[config.mk]
export PLATFORM = sky130hd
export DESIGN_NAME = phy_cal_seq
export DESIGN_NICKNAME = d
export VERILOG_FILES = /design/src/rtl/phy_cal_pkg.sv /design/src/rtl/cal_refclk_decode.sv /design/src/rtl/cal_step_rom.sv /design/src/rtl/cal_write_port.sv /design/src/rtl/cal_step_ctrl.sv /design/src/rtl/phy_cal_seq.sv
export SDC_FILE = /design/constraint.sdc
export NUM_CORES = 1
export LEC_CHECK = 0
export BUFFER_PORTS_ARGS = -buffer_cell sky130_fd_sc_hd__buf_2
export CORE_MARGIN = 2
export CORE_UTILIZATION = 45
export DETAILED_ROUTE_END_ITERATION = 6
export GPL_ROUTABILITY_DRIVEN = 0
export PLACE_DENSITY = 0.78
export SLEW_MARGIN = 20
export SYNTH_ARGS = -nofsm -noshare
export SYNTH_HDL_FRONTEND = slang
export SYNTH_SLANG_ARGS = --single-unit
[constraint.sdc]
create_clock -name clk -period 1.7 [get_ports clk]
set_input_delay 0.17 -clock clk [delete_from_list [all_inputs] [get_ports clk]]
set_output_delay 0.17 -clock clk [all_outputs]
set_load 0.02 [all_outputs]
[src/rtl/phy_cal_pkg.sv]
package phy_cal_pkg;

  typedef enum logic [1:0] {
    ST_LOS   = 2'd0,
    ST_BOOST = 2'd1,
    ST_RXDET = 2'd2
  } cal_step_e;

  typedef enum logic [1:0] {
    PH_IDLE  = 2'd0,
    PH_ISSUE = 2'd1,
    PH_WAIT  = 2'd2
  } cal_phase_e;

  localparam int unsigned WORD_W = 16;

  localparam logic [WORD_W-1:0] LOS_REG_ADDR   = 16'h0015;
  localparam logic [WORD_W-1:0] BOOST_REG_ADDR = 16'h0012;
  localparam logic [WORD_W-1:0] RXDET_REG_ADDR = 16'h1010;

  localparam int unsigned HI_FIELD_LSB  = 13;
  localparam int unsigned LOS_EN_BIT    = 10;
  localparam int unsigned RXDET_LSB     = 4;

  localparam logic [2:0] LOS_BIAS_VAL   = 3'd5;
  localparam logic [4:0] LOS_LEVEL_VAL  = 5'd9;
  localparam logic [2:0] BOOST_VAL      = 3'd5;

  localparam logic [6:0] RXDET_T_50M    = 7'h20;
  localparam logic [6:0] RXDET_T_20M    = 7'h04;
  localparam logic [6:0] RXDET_T_24M    = 7'h08;

  // Loss-of-signal override word: bias, enable, level.
  function automatic logic [WORD_W-1:0] los_override_word();
    logic [WORD_W-1:0] w;
    w = '0;
    w[HI_FIELD_LSB +: 3] = LOS_BIAS_VAL;
    w[LOS_EN_BIT]        = 1'b1;
    w[4:0]               = LOS_LEVEL_VAL;
    return w;
  endfunction

  // Transmit boost override word.
  function automatic logic [WORD_W-1:0] boost_override_word();
    logic [WORD_W-1:0] w;
    w = '0;
    w[HI_FIELD_LSB +: 3] = BOOST_VAL;
    return w;
  endfunction

  // Receive-detect time field for a reference clock code.
  function automatic logic [6:0] rxdet_time_field(input int unsigned code);
    logic [6:0] f;
    case (code)
      1:       f = RXDET_T_50M;
      2, 3:    f = RXDET_T_20M;
      default: f = RXDET_T_24M;
    endcase
    return f;
  endfunction

  function automatic logic [WORD_W-1:0] rxdet_word(input int unsigned code);
    logic [WORD_W-1:0] w;
    w = '0;
    w[RXDET_LSB +: 7] = rxdet_time_field(code);
    return w;
  endfunction

  // Failure code reported for a step: one above its index.
  function automatic logic [1:0] step_fail_code(input cal_step_e s);
    return 2'(s) + 2'd1;
  endfunction

endpackage

[src/rtl/cal_refclk_decode.sv]
module cal_refclk_decode
  import phy_cal_pkg::*;
#(
  parameter int unsigned SEL_W = 3
) (
  input  logic [SEL_W-1:0]  sel_i,
  output logic [WORD_W-1:0] rxdet_word_o
);

  localparam int unsigned NCODES = 1 << SEL_W;

  logic [WORD_W-1:0] per_code [NCODES];

  // One precomputed word per select code; the captured code picks one.
  for (genvar c = 0; c < NCODES; c++) begin : g_code
    assign per_code[c] = rxdet_word(c);
  end

  assign rxdet_word_o = per_code[sel_i];

endmodule

[src/rtl/cal_step_rom.sv]
module cal_step_rom
  import phy_cal_pkg::*;
#(
  parameter int unsigned ADDR_W = 16,
  parameter int unsigned DATA_W = 16
) (
  input  cal_step_e          step_i,
  input  logic [WORD_W-1:0]  rxdet_word_i,
  output logic [ADDR_W-1:0]  addr_o,
  output logic [DATA_W-1:0]  data_o
);

  always_comb begin
    case (step_i)
      ST_LOS: begin
        addr_o = ADDR_W'(LOS_REG_ADDR);
        data_o = DATA_W'(los_override_word());
      end
      ST_BOOST: begin
        addr_o = ADDR_W'(BOOST_REG_ADDR);
        data_o = DATA_W'(boost_override_word());
      end
      default: begin
        addr_o = ADDR_W'(RXDET_REG_ADDR);
        data_o = DATA_W'(rxdet_word_i);
      end
    endcase
  end

endmodule

[src/rtl/cal_write_port.sv]
module cal_write_port #(
  parameter int unsigned ADDR_W = 16,
  parameter int unsigned DATA_W = 16
) (
  input  logic              clk,
  input  logic              rst_n,
  input  logic              load_i,
  input  logic [ADDR_W-1:0] load_addr_i,
  input  logic [DATA_W-1:0] load_data_i,
  input  logic              ack_i,
  output logic              req_o,
  output logic [ADDR_W-1:0] addr_o,
  output logic [DATA_W-1:0] data_o
);

  logic              req_q;
  logic [ADDR_W-1:0] addr_q;
  logic [DATA_W-1:0] data_q;

  // Request register: loaded once per step, held until accepted.
  always_ff @(posedge clk) begin
    if (!rst_n) begin
      req_q  <= 1'b0;
      addr_q <= '0;
      data_q <= '0;
    end else if (load_i) begin
      req_q  <= 1'b1;
      addr_q <= load_addr_i;
      data_q <= load_data_i;
    end else if (req_q && ack_i) begin
      req_q  <= 1'b0;
    end
  end

  assign req_o  = req_q;
  assign addr_o = addr_q;
  assign data_o = data_q;

endmodule

[src/rtl/cal_step_ctrl.sv]
module cal_step_ctrl
  import phy_cal_pkg::*;
#(
  parameter int unsigned SEL_W = 3
) (
  input  logic             clk,
  input  logic             rst_n,
  input  logic             start_i,
  input  logic [SEL_W-1:0] sel_i,
  input  logic             wr_done_i,
  input  logic             wr_err_i,
  output logic             issue_o,
  output cal_step_e        step_o,
  output logic [SEL_W-1:0] sel_q_o,
  output logic             done_o,
  output logic [1:0]       err_o,
  output logic             run_begin_o,
  output logic             step_ok_o,
  output logic             step_fail_o
);

  cal_phase_e       phase_q;
  cal_step_e        step_q;
  logic [SEL_W-1:0] sel_q;
  logic             done_q;
  logic [1:0]       err_q;

  assign run_begin_o = (phase_q == PH_IDLE) && start_i;
  assign step_fail_o = (phase_q == PH_WAIT) && wr_err_i;
  assign step_ok_o   = (phase_q == PH_WAIT) && wr_done_i && !wr_err_i;
  assign issue_o     = (phase_q == PH_ISSUE);

  always_ff @(posedge clk) begin
    if (!rst_n) begin
      phase_q <= PH_IDLE;
      step_q  <= ST_LOS;
      sel_q   <= '0;
      done_q  <= 1'b0;
      err_q   <= 2'd0;
    end else begin
      done_q <= 1'b0;
      case (phase_q)
        PH_IDLE: begin
          if (start_i) begin
            phase_q <= PH_ISSUE;
            step_q  <= ST_LOS;
            sel_q   <= sel_i;
          end
        end
        PH_ISSUE: phase_q <= PH_WAIT;
        PH_WAIT: begin
          if (wr_err_i) begin
            phase_q <= PH_IDLE;
            done_q  <= 1'b1;
            err_q   <= step_fail_code(step_q);
          end else if (wr_done_i) begin
            if (step_q == ST_RXDET) begin
              phase_q <= PH_IDLE;
              done_q  <= 1'b1;
              err_q   <= 2'd0;
            end else begin
              step_q  <= cal_step_e'(step_q + 2'd1);
              phase_q <= PH_ISSUE;
            end
          end
        end
        default: phase_q <= PH_IDLE;
      endcase
    end
  end

  assign step_o  = step_q;
  assign sel_q_o = sel_q;
  assign done_o  = done_q;
  assign err_o   = err_q;

endmodule

[src/rtl/phy_cal_seq.sv]
module phy_cal_seq
  import phy_cal_pkg::*;
#(
  parameter int unsigned SEL_W  = 3,
  parameter int unsigned ADDR_W = 16,
  parameter int unsigned DATA_W = 16
) (
  input  logic              clk,
  input  logic              rst_n,
  input  logic              cal_start_i,
  input  logic [SEL_W-1:0]  refclk_sel_i,
  output logic              wr_req_o,
  output logic [ADDR_W-1:0] wr_addr_o,
  output logic [DATA_W-1:0] wr_data_o,
  input  logic              wr_ack_i,
  input  logic              wr_done_i,
  input  logic              wr_err_i,
  output logic              cal_done_o,
  output logic [1:0]        cal_err_o
);

  logic              issue;
  cal_step_e         step;
  logic [SEL_W-1:0]  sel_q;
  logic [WORD_W-1:0] rxdet_word;
  logic [ADDR_W-1:0] step_addr;
  logic [DATA_W-1:0] step_data;
  logic              run_begin;
  logic              step_ok;
  logic              step_fail;

  cal_step_ctrl #(.SEL_W(SEL_W)) u_ctrl (
    .clk         (clk),
    .rst_n       (rst_n),
    .start_i     (cal_start_i),
    .sel_i       (refclk_sel_i),
    .wr_done_i   (wr_done_i),
    .wr_err_i    (wr_err_i),
    .issue_o     (issue),
    .step_o      (step),
    .sel_q_o     (sel_q),
    .done_o      (cal_done_o),
    .err_o       (cal_err_o),
    .run_begin_o (run_begin),
    .step_ok_o   (step_ok),
    .step_fail_o (step_fail)
  );

  cal_refclk_decode #(.SEL_W(SEL_W)) u_decode (
    .sel_i        (sel_q),
    .rxdet_word_o (rxdet_word)
  );

  cal_step_rom #(.ADDR_W(ADDR_W), .DATA_W(DATA_W)) u_rom (
    .step_i       (step),
    .rxdet_word_i (rxdet_word),
    .addr_o       (step_addr),
    .data_o       (step_data)
  );

  cal_write_port #(.ADDR_W(ADDR_W), .DATA_W(DATA_W)) u_port (
    .clk         (clk),
    .rst_n       (rst_n),
    .load_i      (issue),
    .load_addr_i (step_addr),
    .load_data_i (step_data),
    .ack_i       (wr_ack_i),
    .req_o       (wr_req_o),
    .addr_o      (wr_addr_o),
    .data_o      (wr_data_o)
  );

endmodule

## Word level (Yosys, flattened, before mapping)

Memories as Yosys holds them, arrays and structs flattened.
Index checks and enable logic that the tools add are counted.

- $add $sub $neg: 1
- $lt $le $gt $ge: 1
- Equality and inequality tests: 9
- Multiplexer cells: 22
- Bitwise gates (word level): 1
- Reductions and logical operators: 12

Operators with widths:

| cell | number |
|---|---|
| $mux W16 | 2 |
| $pmux W16 S2 | 1 |
| $pmux W13 S2 | 1 |
| $mux W2 | 10 |
| $ne A2 B2 Y1 const B | 4 |
| $reduce_bool A2 Y1 | 4 |
| $mux W1 | 6 |
| $pmux W2 S3 | 1 |
| $reduce_and A2 Y1 | 3 |
| $reduce_and A5 Y1 | 1 |
| $eq A2 B1 Y1 const B | 2 |
| $eq A2 B2 Y1 const B | 2 |
| $ge A4 B4 Y1 const B | 1 |
| $logic_not A2 Y1 | 2 |
| $not A3 Y4 | 1 |
| $pmux W2 S2 | 1 |
| $ne A3 B3 Y1 const B | 1 |
| $reduce_and A3 Y1 | 1 |
| $add A2 B1 Y2 const B | 1 |
| $logic_and A1 B1 Y1 | 1 |

- Register bits after elaboration: 43
- Memory bits (read-only): 128
- Input bits: 9
- Output and inout bits: 36
- Logic and storage cells: 55
- Memories: 1

Memory list:

| name | words | bits a word | rd ports | clocked after memory_dff | wr ports | line | source |
|---|---|---|---|---|---|---|---|
| (no name shown) | 8 | 16 | 1 | 0 | 0 | cal_refclk_decode.sv:19 | `assign rxdet_word_o = per_code[sel_i];` |

## Longest topological paths before layout

Gate-level depths: netlist (run 1).

- Depth after elaboration: 5
- Gate-level depth with buffers: 5
- Depth with buffers taken out: 5

## Cells and area by module

Synthesis (run 1) repeated with hierarchy kept, for this count alone.

- Cells, all modules: 207
- Area, all modules: 2095.8 um^2

By module, submodules not included:

| module | times used | cells each | area an instance (um^2) | sequential area each (um^2) |
|---|---|---|---|---|
| cal_write_port | 1 | 106 | 1277.5 | 660.6 |
| cal_step_ctrl | 1 | 49 | 462.9 | 200.2 |
| cal_step_rom | 1 | 35 | 230.2 | 0.0 |
| cal_refclk_decode | 1 | 17 | 125.1 | 0.0 |

## Least setup slack after synthesis (run 1)

No wires, ideal clock.

- Path type: flip-flop to flip-flop
- From: reg u_ctrl.step_q[0], in the netlist u_ctrl.step_o[0]
- To: reg u_ctrl.step_q[0], in the netlist u_ctrl.step_o[0]
- Setup time: 0.074 ns
- Data arrival time: 1.355 ns
- Data required time: 1.626 ns
- Path slack: 0.271 ns
- Cell stages (with the launch flop): 6
- Path buffers: 0
- Clock period less this slack: 1.429 ns
- Cell sequence: dfxtp_1 -> inv_1 -> ha_1 -> nand4bb_1 -> or3_1 -> a31oi_1

- Longest elaborated chain between the ends: 5
- Elaborated cells between the ends (all ways): 8
- Classes of those cells: add/sub (1); eq/ne (2); mux (4); reduce/logical (1)

RTL lines:

| what | line | source |
|---|---|---|
| start, declared | cal_step_ctrl.sv:23 | `cal_step_e step_q;` |
| start signal, assigned | cal_step_ctrl.sv:62 | `step_q <= cal_step_e'(step_q + 2'd1);` |
| $add A2 B1 Y2 | cal_step_ctrl.sv:62 |  |
| $mux W2 | cal_step_ctrl.sv:57 | `if (step_q == ST_RXDET) begin` |
| $mux W2 | cal_step_ctrl.sv:56 | `end else if (wr_done_i) begin` |
| $mux W2 | cal_step_ctrl.sv:52 | `if (wr_err_i) begin` |
| $pmux W2 S2 | cal_step_ctrl.sv:42 | `case (phase_q)` |

Parallel ways exist; a longest one is shown, timed or not. The select of a mux whose other input is x is not followed.
A chain may end at the register's enable or synchronous reset.

## Final worst setup path (run 1)

- From: reg u_ctrl.step_q[1], in the netlist u_ctrl.step_o[1]
- To: reg u_port.data_q[7], in the netlist u_port.data_o[7]

- Longest elaborated chain between the ends: 2
- Elaborated cells between the ends (all ways): 3
- Classes of those cells: eq/ne (1); mux (1); reduce/logical (1)

RTL lines:

| what | line | source |
|---|---|---|
| $eq A2 B1 Y1 / $logic_not A2 Y1 (equally long branches) | cal_step_rom.sv:14 | `case (step_i)` |
| $pmux W16 S2 * | cal_step_rom.sv:14 |  |
| end signal, assigned | cal_write_port.sv:29 | `data_q <= load_data_i;` |
| end, declared | cal_write_port.sv:18 | `logic [DATA_W-1:0] data_q;` |

Mark *: on every way between the ends. The rest lies on a longest branch, timed or not.

==> impl_metrics.sql, run 1 <==
INSERT INTO impl_metrics (metric_group, metric, value, unit) VALUES
('synthesis', 'share_of_the_synthesized_area_in_compound_gates_ao_oa_aoi_oai', '0.09935', ''),
('worst_hold_path', 'holdPathStages', '3', ''),
('worst_hold_path', 'hold_path.class', 'input port to flip-flop', ''),
('global_route', 'wire_length_of_the_first_global_routing_pass', '2.960', 'mm'),
('sta', 'maxClockFrequency', '682.6', 'MHz'),
('cts', 'clockRootBuffer', 'sky130_fd_sc_hd__clkbuf_4', ''),
('detailed_routing', 'detailroute.via_count', '765', ''),
('floorplanning', 'io_pins', '45', ''),
('layout', 'antenna-diode-count', '0', ''),
('place', 'portBuffers', '25', ''),
('sta', 'period_utilization', '0.8618', ''),
('run_status', 'run_status', 'completed', ''),
('sta', 'timing.final.ws_setup', '235.0', 'ps'),
('power_and_ir_drop', 'power.density_cell_area', '816.2', 'nW/µm²'),
('global_route', 'grt_pass1_vias', '668', ''),
('power_and_ir_drop', 'power.clock.fraction', '0.267', ''),
('synthesis', 'warnings_from_yosys', '0', ''),
('worst_setup_path', 'setup.worst_path.start_class', 'flip-flop', ''),
('synthesis', 'synth.distinct_cells', '26', ''),
('cts', 'cts_buf_count', '3', ''),
('power_and_ir_drop', 'cell_internal_pwr', '596.3', 'µW'),
('floorplanning', 'floorplan.initialDensity', '0.4830', ''),
('detailed_routing', 'topRoutingLayerUsed', 'met4', ''),
('sta', 'finalHoldViolCount', '0', ''),
('layout', 'layout_common_cells', 'sky130_fd_sc_hd__buf_2, sky130_fd_sc_hd__conb_1, sky130_fd_sc_hd__dfxtp_1', ''),
('synthesis', 'mappedNetlistArea', '957.2', 'µm²'),
('layout', 'final_layout_size_suffix_gt1_frac', '0.2279', ''),
('worst_setup_path', 'critical-path-top-delay-family', 'simple AND/OR/NAND/NOR gates', ''),
('synthesis', 'syn_inst', '112', ''),
('flow_run', 'drv.max_cap_violation_count', '0', ''),
('layout', 'utilization', '0.5271', ''),
('synthesis', 'synth_fa_ha_area_frac', '0.05229', ''),
('cts', 'max-clock-path-buffers', '2', ''),
('cts', 'cts.clk_slew.worst_paths', '110', 'ps'),
('detailed_routing', 'initialDrtViolationCount', '13', ''),
('sta', 'slew-limit-headroom', '0.6501', ''),
('worst_setup_path', 'crit_chain', 'inv_1, ha_1, nor4b_1, o21ai_0, a21oi_1', ''),
('worst_setup_path', 'worst_path_largest_cell_delay', '390', 'ps'),
('detailed_routing', 'detail_route.wl_per_cell', '11.46', 'µm'),
('floorplanning', 'die_h', '50.12', 'µm'),
('power_and_ir_drop', 'p_sw', '256.4', 'µW'),
('synthesis', 'synth_top_family_by_area', 'buffers and inverters', ''),
('power_and_ir_drop', 'power.static_leakage', '0.4881', 'nW'),
('floorplanning', 'die-width', '50.12', 'µm'),
('detailed_routing', 'postRouteWirelength', '1.868', 'mm'),
('worst_setup_path', 'worst_r2r_startpoint', 'u_ctrl.step_o[1]$_SDFFE_PN0P_', ''),
('cts', 'worstSkewPairLatency', '290', 'ps'),
('sta', 'fin_skew', '3.202', 'ps'),
('cts', 'tritoncts', 'done', ''),
('sta', 'setup-tns-final', '0', 'ps'),
('worst_setup_path', 'path_max_fanout', '4', ''),
('cts', 'post_cts_resize_count', '0', ''),
('synthesis', 'syn_area_per_cell', '8.546', 'µm²'),
('sta', 'post-route-min-period', '1465', 'ps'),
('detailed_routing', 'met2_length', '970', 'µm'),
('power_and_ir_drop', 'ir_drop', '417.6', 'µV'),
('place', 'pre_cts_ws', '284.7', 'ps'),
('worst_setup_path', 'critPathSlowestCell', 'sky130_fd_sc_hd__nor4b_1', ''),
('detailed_routing', 'detail_route.first_pass.iterations', '4', ''),
('layout', 'nets', '150', ''),
('sta', 'final_setup_viols', '0', ''),
('floorplanning', 'floorplan.core_area', '1982', 'µm²'),
('detailed_routing', 'total_length_of_routed_met3_wires', '82', 'µm'),
('layout', 'flow.area_growth_from_synthesis', '9.150', '%'),
('cts', 'cts_post_setup_buffers_inserted', '0', ''),
('worst_hold_path', 'holdPathEnd', 'u_ctrl.sel_q_o[2]$_SDFFE_PN0P_', ''),
('global_route', 'grt_max_degree', '17', ''),
('synthesis', 'post_synth_xor_area_fraction', '0', ''),
('cts', 'ctsHoldBuffers', '0', ''),
('power_and_ir_drop', 'seq_power_share', '0.560', ''),
('worst_setup_path', 'worst-endpoint-arrival', '1690', 'ps');
## layout make-up
| type | count | area [µm²] | share of cell area |
|---|---|---|---|
| multi-input combinational | 81 | 441.7 | 0.4228 |
| clock buffer | 4 | 26.28 | 0.02515 |
| tap | 27 | 33.78 | 0.03234 |
| sequential | 19 | 380.4 | 0.3641 |
| inverter | 4 | 15.01 | 0.01437 |
| timing repair buffer | 28 | 147.6 | 0.1413 |
## flip-flops by register name, indices dropped and copies added (netlist names)
| name | cells |
|---|---|
| u_port.addr_o | 4 |
| u_ctrl.sel_q_o | 3 |
| u_port.req_o | 1 |
| u_ctrl.step_o | 2 |
| u_ctrl.done_o | 1 |
| u_ctrl.err_o | 2 |
| u_port.data_o | 4 |
| u_ctrl.phase_q | 2 |
## synthesized netlist by cell type
master / n / share of area
sky130_fd_sc_hd__nor3b_1: 1 / 0.0078
sky130_fd_sc_hd__nor4b_1: 1 / 0.0092
sky130_fd_sc_hd__nand2_1: 12 / 0.047
sky130_fd_sc_hd__a31oi_1: 1 / 0.0065
sky130_fd_sc_hd__a21oi_1: 9 / 0.047
sky130_fd_sc_hd__nor2b_1: 2 / 0.013
sky130_fd_sc_hd__or3_1: 1 / 0.0065
sky130_fd_sc_hd__conb_1: 1 / 0.0039
sky130_fd_sc_hd__clkbuf_1: 2 / 0.0078
sky130_fd_sc_hd__o22ai_1: 1 / 0.0065
sky130_fd_sc_hd__nand3_1: 2 / 0.010
sky130_fd_sc_hd__ha_1: 4 / 0.052
sky130_fd_sc_hd__o21ai_0: 1 / 0.0052
sky130_fd_sc_hd__mux2i_1: 3 / 0.031
sky130_fd_sc_hd__and2_1: 1 / 0.0065
sky130_fd_sc_hd__nand2b_1: 4 / 0.026
sky130_fd_sc_hd__o211ai_1: 1 / 0.0078
sky130_fd_sc_hd__nor3_1: 4 / 0.021
sky130_fd_sc_hd__o21a_1: 1 / 0.0078
sky130_fd_sc_hd__nand4bb_1: 1 / 0.012
sky130_fd_sc_hd__nor2_1: 9 / 0.035
sky130_fd_sc_hd__o32ai_1: 2 / 0.018
sky130_fd_sc_hd__dfxtp_1: 19 / 0.40
sky130_fd_sc_hd__nand4b_1: 1 / 0.0092
sky130_fd_sc_hd__inv_1: 4 / 0.016
sky130_fd_sc_hd__buf_4: 24 / 0.19
## worst max-delay path by stage
| stage | start | endpoint | slack (ps) |
|---|---|---|---|
| floorplan | u_ctrl.step_o[0]$_SDFFE_PN0P_ | u_ctrl.step_o[0]$_SDFFE_PN0P_ | 270 |
| global placement | u_ctrl.step_o[0]$_SDFFE_PN0P_ | u_ctrl.step_o[0]$_SDFFE_PN0P_ | 360 |
| detailed placement | u_ctrl.step_o[0]$_SDFFE_PN0P_ | u_ctrl.step_o[0]$_SDFFE_PN0P_ | 280 |
| CTS | u_ctrl.step_o[0]$_SDFFE_PN0P_ | u_ctrl.step_o[0]$_SDFFE_PN0P_ | 260 |
| global route | u_ctrl.step_o[1]$_SDFFE_PN0P_ | u_port.data_o[7]$_SDFFE_PN0P_ | 120 |
| finish | u_ctrl.step_o[1]$_SDFFE_PN0P_ | u_port.data_o[7]$_SDFFE_PN0P_ | 230 |
## worst reg2reg max path: stages, from the launching register on
cell	delay [ps]
sky130_fd_sc_hd__dfxtp_1	370
sky130_fd_sc_hd__inv_1	100
sky130_fd_sc_hd__ha_1	230
sky130_fd_sc_hd__nor4b_1	390
sky130_fd_sc_hd__o21ai_0	150
sky130_fd_sc_hd__a21oi_1	170
## power groups by stage
stage / combinational (mW) / clock (mW) / sequential (mW)
2_1_floorplan: 0.140 / 0 / 0.496
5_1_grt: 0.159 / 0.250 / 0.481
6_report: 0.147 / 0.228 / 0.478
4_1_cts: 0.147 / 0.230 / 0.477
3_5_place_dp: 0.146 / 0 / 0.487
3_3_place_gp: 0.144 / 0 / 0.486
## cell families after synthesis
logic type | count (synthesis)
flops | 19
buf+inv | 30
compound gates | 16
fa+ha+maj | 4
mux | 3
other cells | 1
simple gates | 39
## routing by layer
layer / vias up / GRT usage
met1: 354 / 0.1716
met4: 0 / 0.1157
met3: 6 / 0.009091
met2: 27 / 0.2763
met5: - / 0
li1: 378 / -
## stage by stage
| stage | hold WS (ps) | instance area (µm²) |
|---|---|---|
| 6_report | 122.0 | 1045 |
| 4_1_cts | 121.5 | 1045 |
| 3_5_place_dp | 419.0 | 1018 |
| 2_1_floorplan | 287.7 | 1025 |
| 5_1_grt | 126.9 | 1045 |
| 3_3_place_gp | 406.8 | 1018 |
(Power assumes the default switching activity.)
==> inputs of run 2 (changes only) <==
Settings changed: SETUP_SLACK_MARGIN set to 0.3.
==> impl_metrics.sql, run 2 (synthesis gave the netlist of run 1 again) <==
INSERT INTO impl_metrics (metric_group, metric, value, unit) VALUES
('global_route', 'grt_antenna_before_repair', '0', ''),
('place', 'placed_cell_area', '1012', 'µm²'),
('power_and_ir_drop', 'ir_drop', '345.7', 'µV'),
('layout', 'flow.area_growth_from_synthesis', '16.34', '%'),
('sta', 'timing.final.ws_setup', '260.7', 'ps'),
('layout', 'layout_commonest_cell', 'sky130_fd_sc_hd__buf_2', ''),
('cts', 'clockRootBuffer', 'sky130_fd_sc_hd__clkbuf_4', ''),
('place', 'dpl.cell_count', '158', ''),
('detailed_routing', 'detail_route.wl_per_cell', '11.19', 'µm'),
('worst_hold_path', 'holdPathStages', '3', ''),
('flow_run', 'drv.max_cap_violation_count', '0', ''),
('place', 'detailedPlacementHpwl', '1.260', 'mm'),
('worst_setup_path', 'crit_chain', 'inv_4, ha_4, nand4bb_4, or3_1, a31oi_1', ''),
('worst_setup_path', 'critical-path-top-delay-family', 'simple AND/OR/NAND/NOR gates', ''),
('layout', 'nets', '152', ''),
('cts', 'worstSkewPairLatency', '300', 'ps'),
('global_route', 'grtUsageTotal', '0.1484', ''),
('sta', 'setup_repair_after_global_routing_missed_its_margin', 'true', ''),
('sta', 'final_setup_viols', '0', ''),
('sta', 'setup-tns-final', '0', 'ps'),
('layout', 'design_area', '1114', 'µm²'),
('sta', 'post-route-min-period', '1439', 'ps'),
('layout', 'final_layout_size_suffix_gt1_frac', '0.3116', ''),
('cts', 'htree_num_levels', '1', ''),
('layout', 'antenna-diode-count', '0', ''),
('power_and_ir_drop', 'power.density_cell_area', '771.5', 'nW/µm²'),
('layout', 'layout_common_cells', 'sky130_fd_sc_hd__buf_2, sky130_fd_sc_hd__conb_1, sky130_fd_sc_hd__dfxtp_1', ''),
('detailed_routing', 'detail_route.first_pass.iterations', '4', ''),
('sta', 'finalHoldViolCount', '0', ''),
('global_route', 'wire_length_of_the_first_global_routing_pass', '2.780', 'mm'),
('worst_setup_path', 'required', '1920', 'ps'),
('place', 'portBuffers', '25', ''),
('run_status', 'run_status', 'completed', ''),
('worst_setup_path', 'reg2reg_depth', '5', ''),
('sta', 'slew_violations', '0', ''),
('floorplanning', 'floorplan.die_area', '2512', 'µm²'),
('sta', 'maxClockFrequency', '694.8', 'MHz'),
('cts', 'ctsHoldBuffers', '0', ''),
('detailed_routing', 'initialDrtViolationCount', '17', ''),
('worst_setup_path', 'critical_path_buf_inv_count', '1', ''),
('layout', 'fillers', '170', ''),
('cts', 'max-clock-path-buffers', '2', ''),
('detailed_routing', 'detail_route.vias_per_cell', '4.630', ''),
('cts', 'tritoncts', 'done', ''),
('sta', 'period_utilization', '0.8466', ''),
('cts', 'cts_buf_count', '3', ''),
('cts', 'cts.clk_slew.worst_paths', '110', 'ps'),
('global_route', 'grt_pass1_vias', '647', ''),
('cts', 'tritoncts_num_sinks', '19', ''),
('power_and_ir_drop', 'finalPower', '859.2', 'µW'),
('floorplanning', 'die-width', '50.12', 'µm'),
('place', 'pre_cts_ws', '230.7', 'ps'),
('floorplanning', 'row_count', '16', ''),
('worst_setup_path', 'critPathSlowestCell', 'sky130_fd_sc_hd__dfxtp_4', ''),
('worst_setup_path', 'worstSetupPathDepth', '5', ''),
('global_route', 'grt_max_degree', '17', ''),
('worst_setup_path', 'crit_type', 'flip-flop to flip-flop', ''),
('global_route', 'globalRouteOverflowTotal', '0', ''),
('floorplanning', 'floorplan.initialDensity', '0.4830', ''),
('power_and_ir_drop', 'power.static_leakage', '0.5040', 'nW'),
('detailed_routing', 'postRouteWirelength', '1.847', 'mm'),
('floorplanning', 'die_h', '50.12', 'µm'),
('detailed_routing', 'ant_nets', '0', ''),
('worst_hold_path', 'hold_path.class', 'input port to flip-flop', ''),
('worst_setup_path', 'setup.worst_path.start_class', 'flip-flop', ''),
('floorplanning', 'io_pins', '45', ''),
('layout', 'layoutNonFillerInstCount', '165', ''),
('worst_setup_path', 'crit_path_end_kind', 'flip-flop', ''),
('worst_setup_path', 'path_max_fanout', '5', ''),
('sta', 'fin_skew', '4.272', 'ps'),
('worst_setup_path', 'worst-endpoint-arrival', '1660', 'ps'),
('layout', 'utilization', '0.5619', ''),
('detailed_routing', 'drc', '0', ''),
('sta', 'hold-worst-slack', '103.5', 'ps'),
('floorplanning', 'floorplan.core_area', '1982', 'µm²'),
('worst_setup_path', 'worst_path_largest_cell_delay', '400', 'ps'),
('detailed_routing', 'detailroute.via_count', '764', '');
==> run 2: report_power, final <==
group | internal (mW) | switching [mW] | leakage [nW]
Clock | 0.0876 | 0.143 | 0.0177
Sequential | 0.461 | 0.0172 | 0.156
Combinational | 0.0463 | 0.105 | 0.330
Total | 0.594 | 0.265 | 0.504
==> run 2: timing repair <==
item,CTS,global route
endpoints found under the setup margin,6,9
gates cloned,0,0
buffers inserted,0,3
pin swaps,0,5
gates resized for setup,3,8
==> run 2: routing by layer <==
metal | track usage | wire [µm]
met3 | 0.02121 | 123
met5 | 0 | 0
met4 | 0.09722 | 27
met1 | 0.1764 | 721
met2 | 0.2456 | 974
==> run 2: final cells by class <==
class / instances / area (µm²) / area share
multi-input cells: 81 / 486.7 / 0.4371
flip-flops and latches: 19 / 385.4 / 0.3461
repair buffers: 30 / 162.7 / 0.1461
well taps: 27 / 33.78 / 0.03034
clock buffers: 3 / 22.52 / 0.02022
inverters: 4 / 17.52 / 0.01573
clock inverters: 1 / 5.005 / 0.004494
==> run 2: tightest hold or removal path: cells and delay by family <==
kind | cells | cell delay, ps
AND/OR/NAND/NOR | 1 | 70
buffers and inverters | 1 | 70
multiplexers | 1 | 60
==> run 2: path summary, 6_finish.rpt <==
| kind | start | to | slack, ps |
|---|---|---|---|
| worst max register to register | u_ctrl.step_o[0]$_SDFFE_PN0P_ | u_ctrl.step_o[0]$_SDFFE_PN0P_ | 260 |
| worst min register to register | u_port.data_o[6]$_SDFFE_PN0P_ | u_port.data_o[6]$_SDFFE_PN0P_ | 460 |
| worst min-delay path | refclk_sel_i[1] | u_ctrl.sel_q_o[1]$_SDFFE_PN0P_ | 100 |
| worst max-delay path | u_ctrl.step_o[0]$_SDFFE_PN0P_ | u_ctrl.step_o[0]$_SDFFE_PN0P_ | 260 |
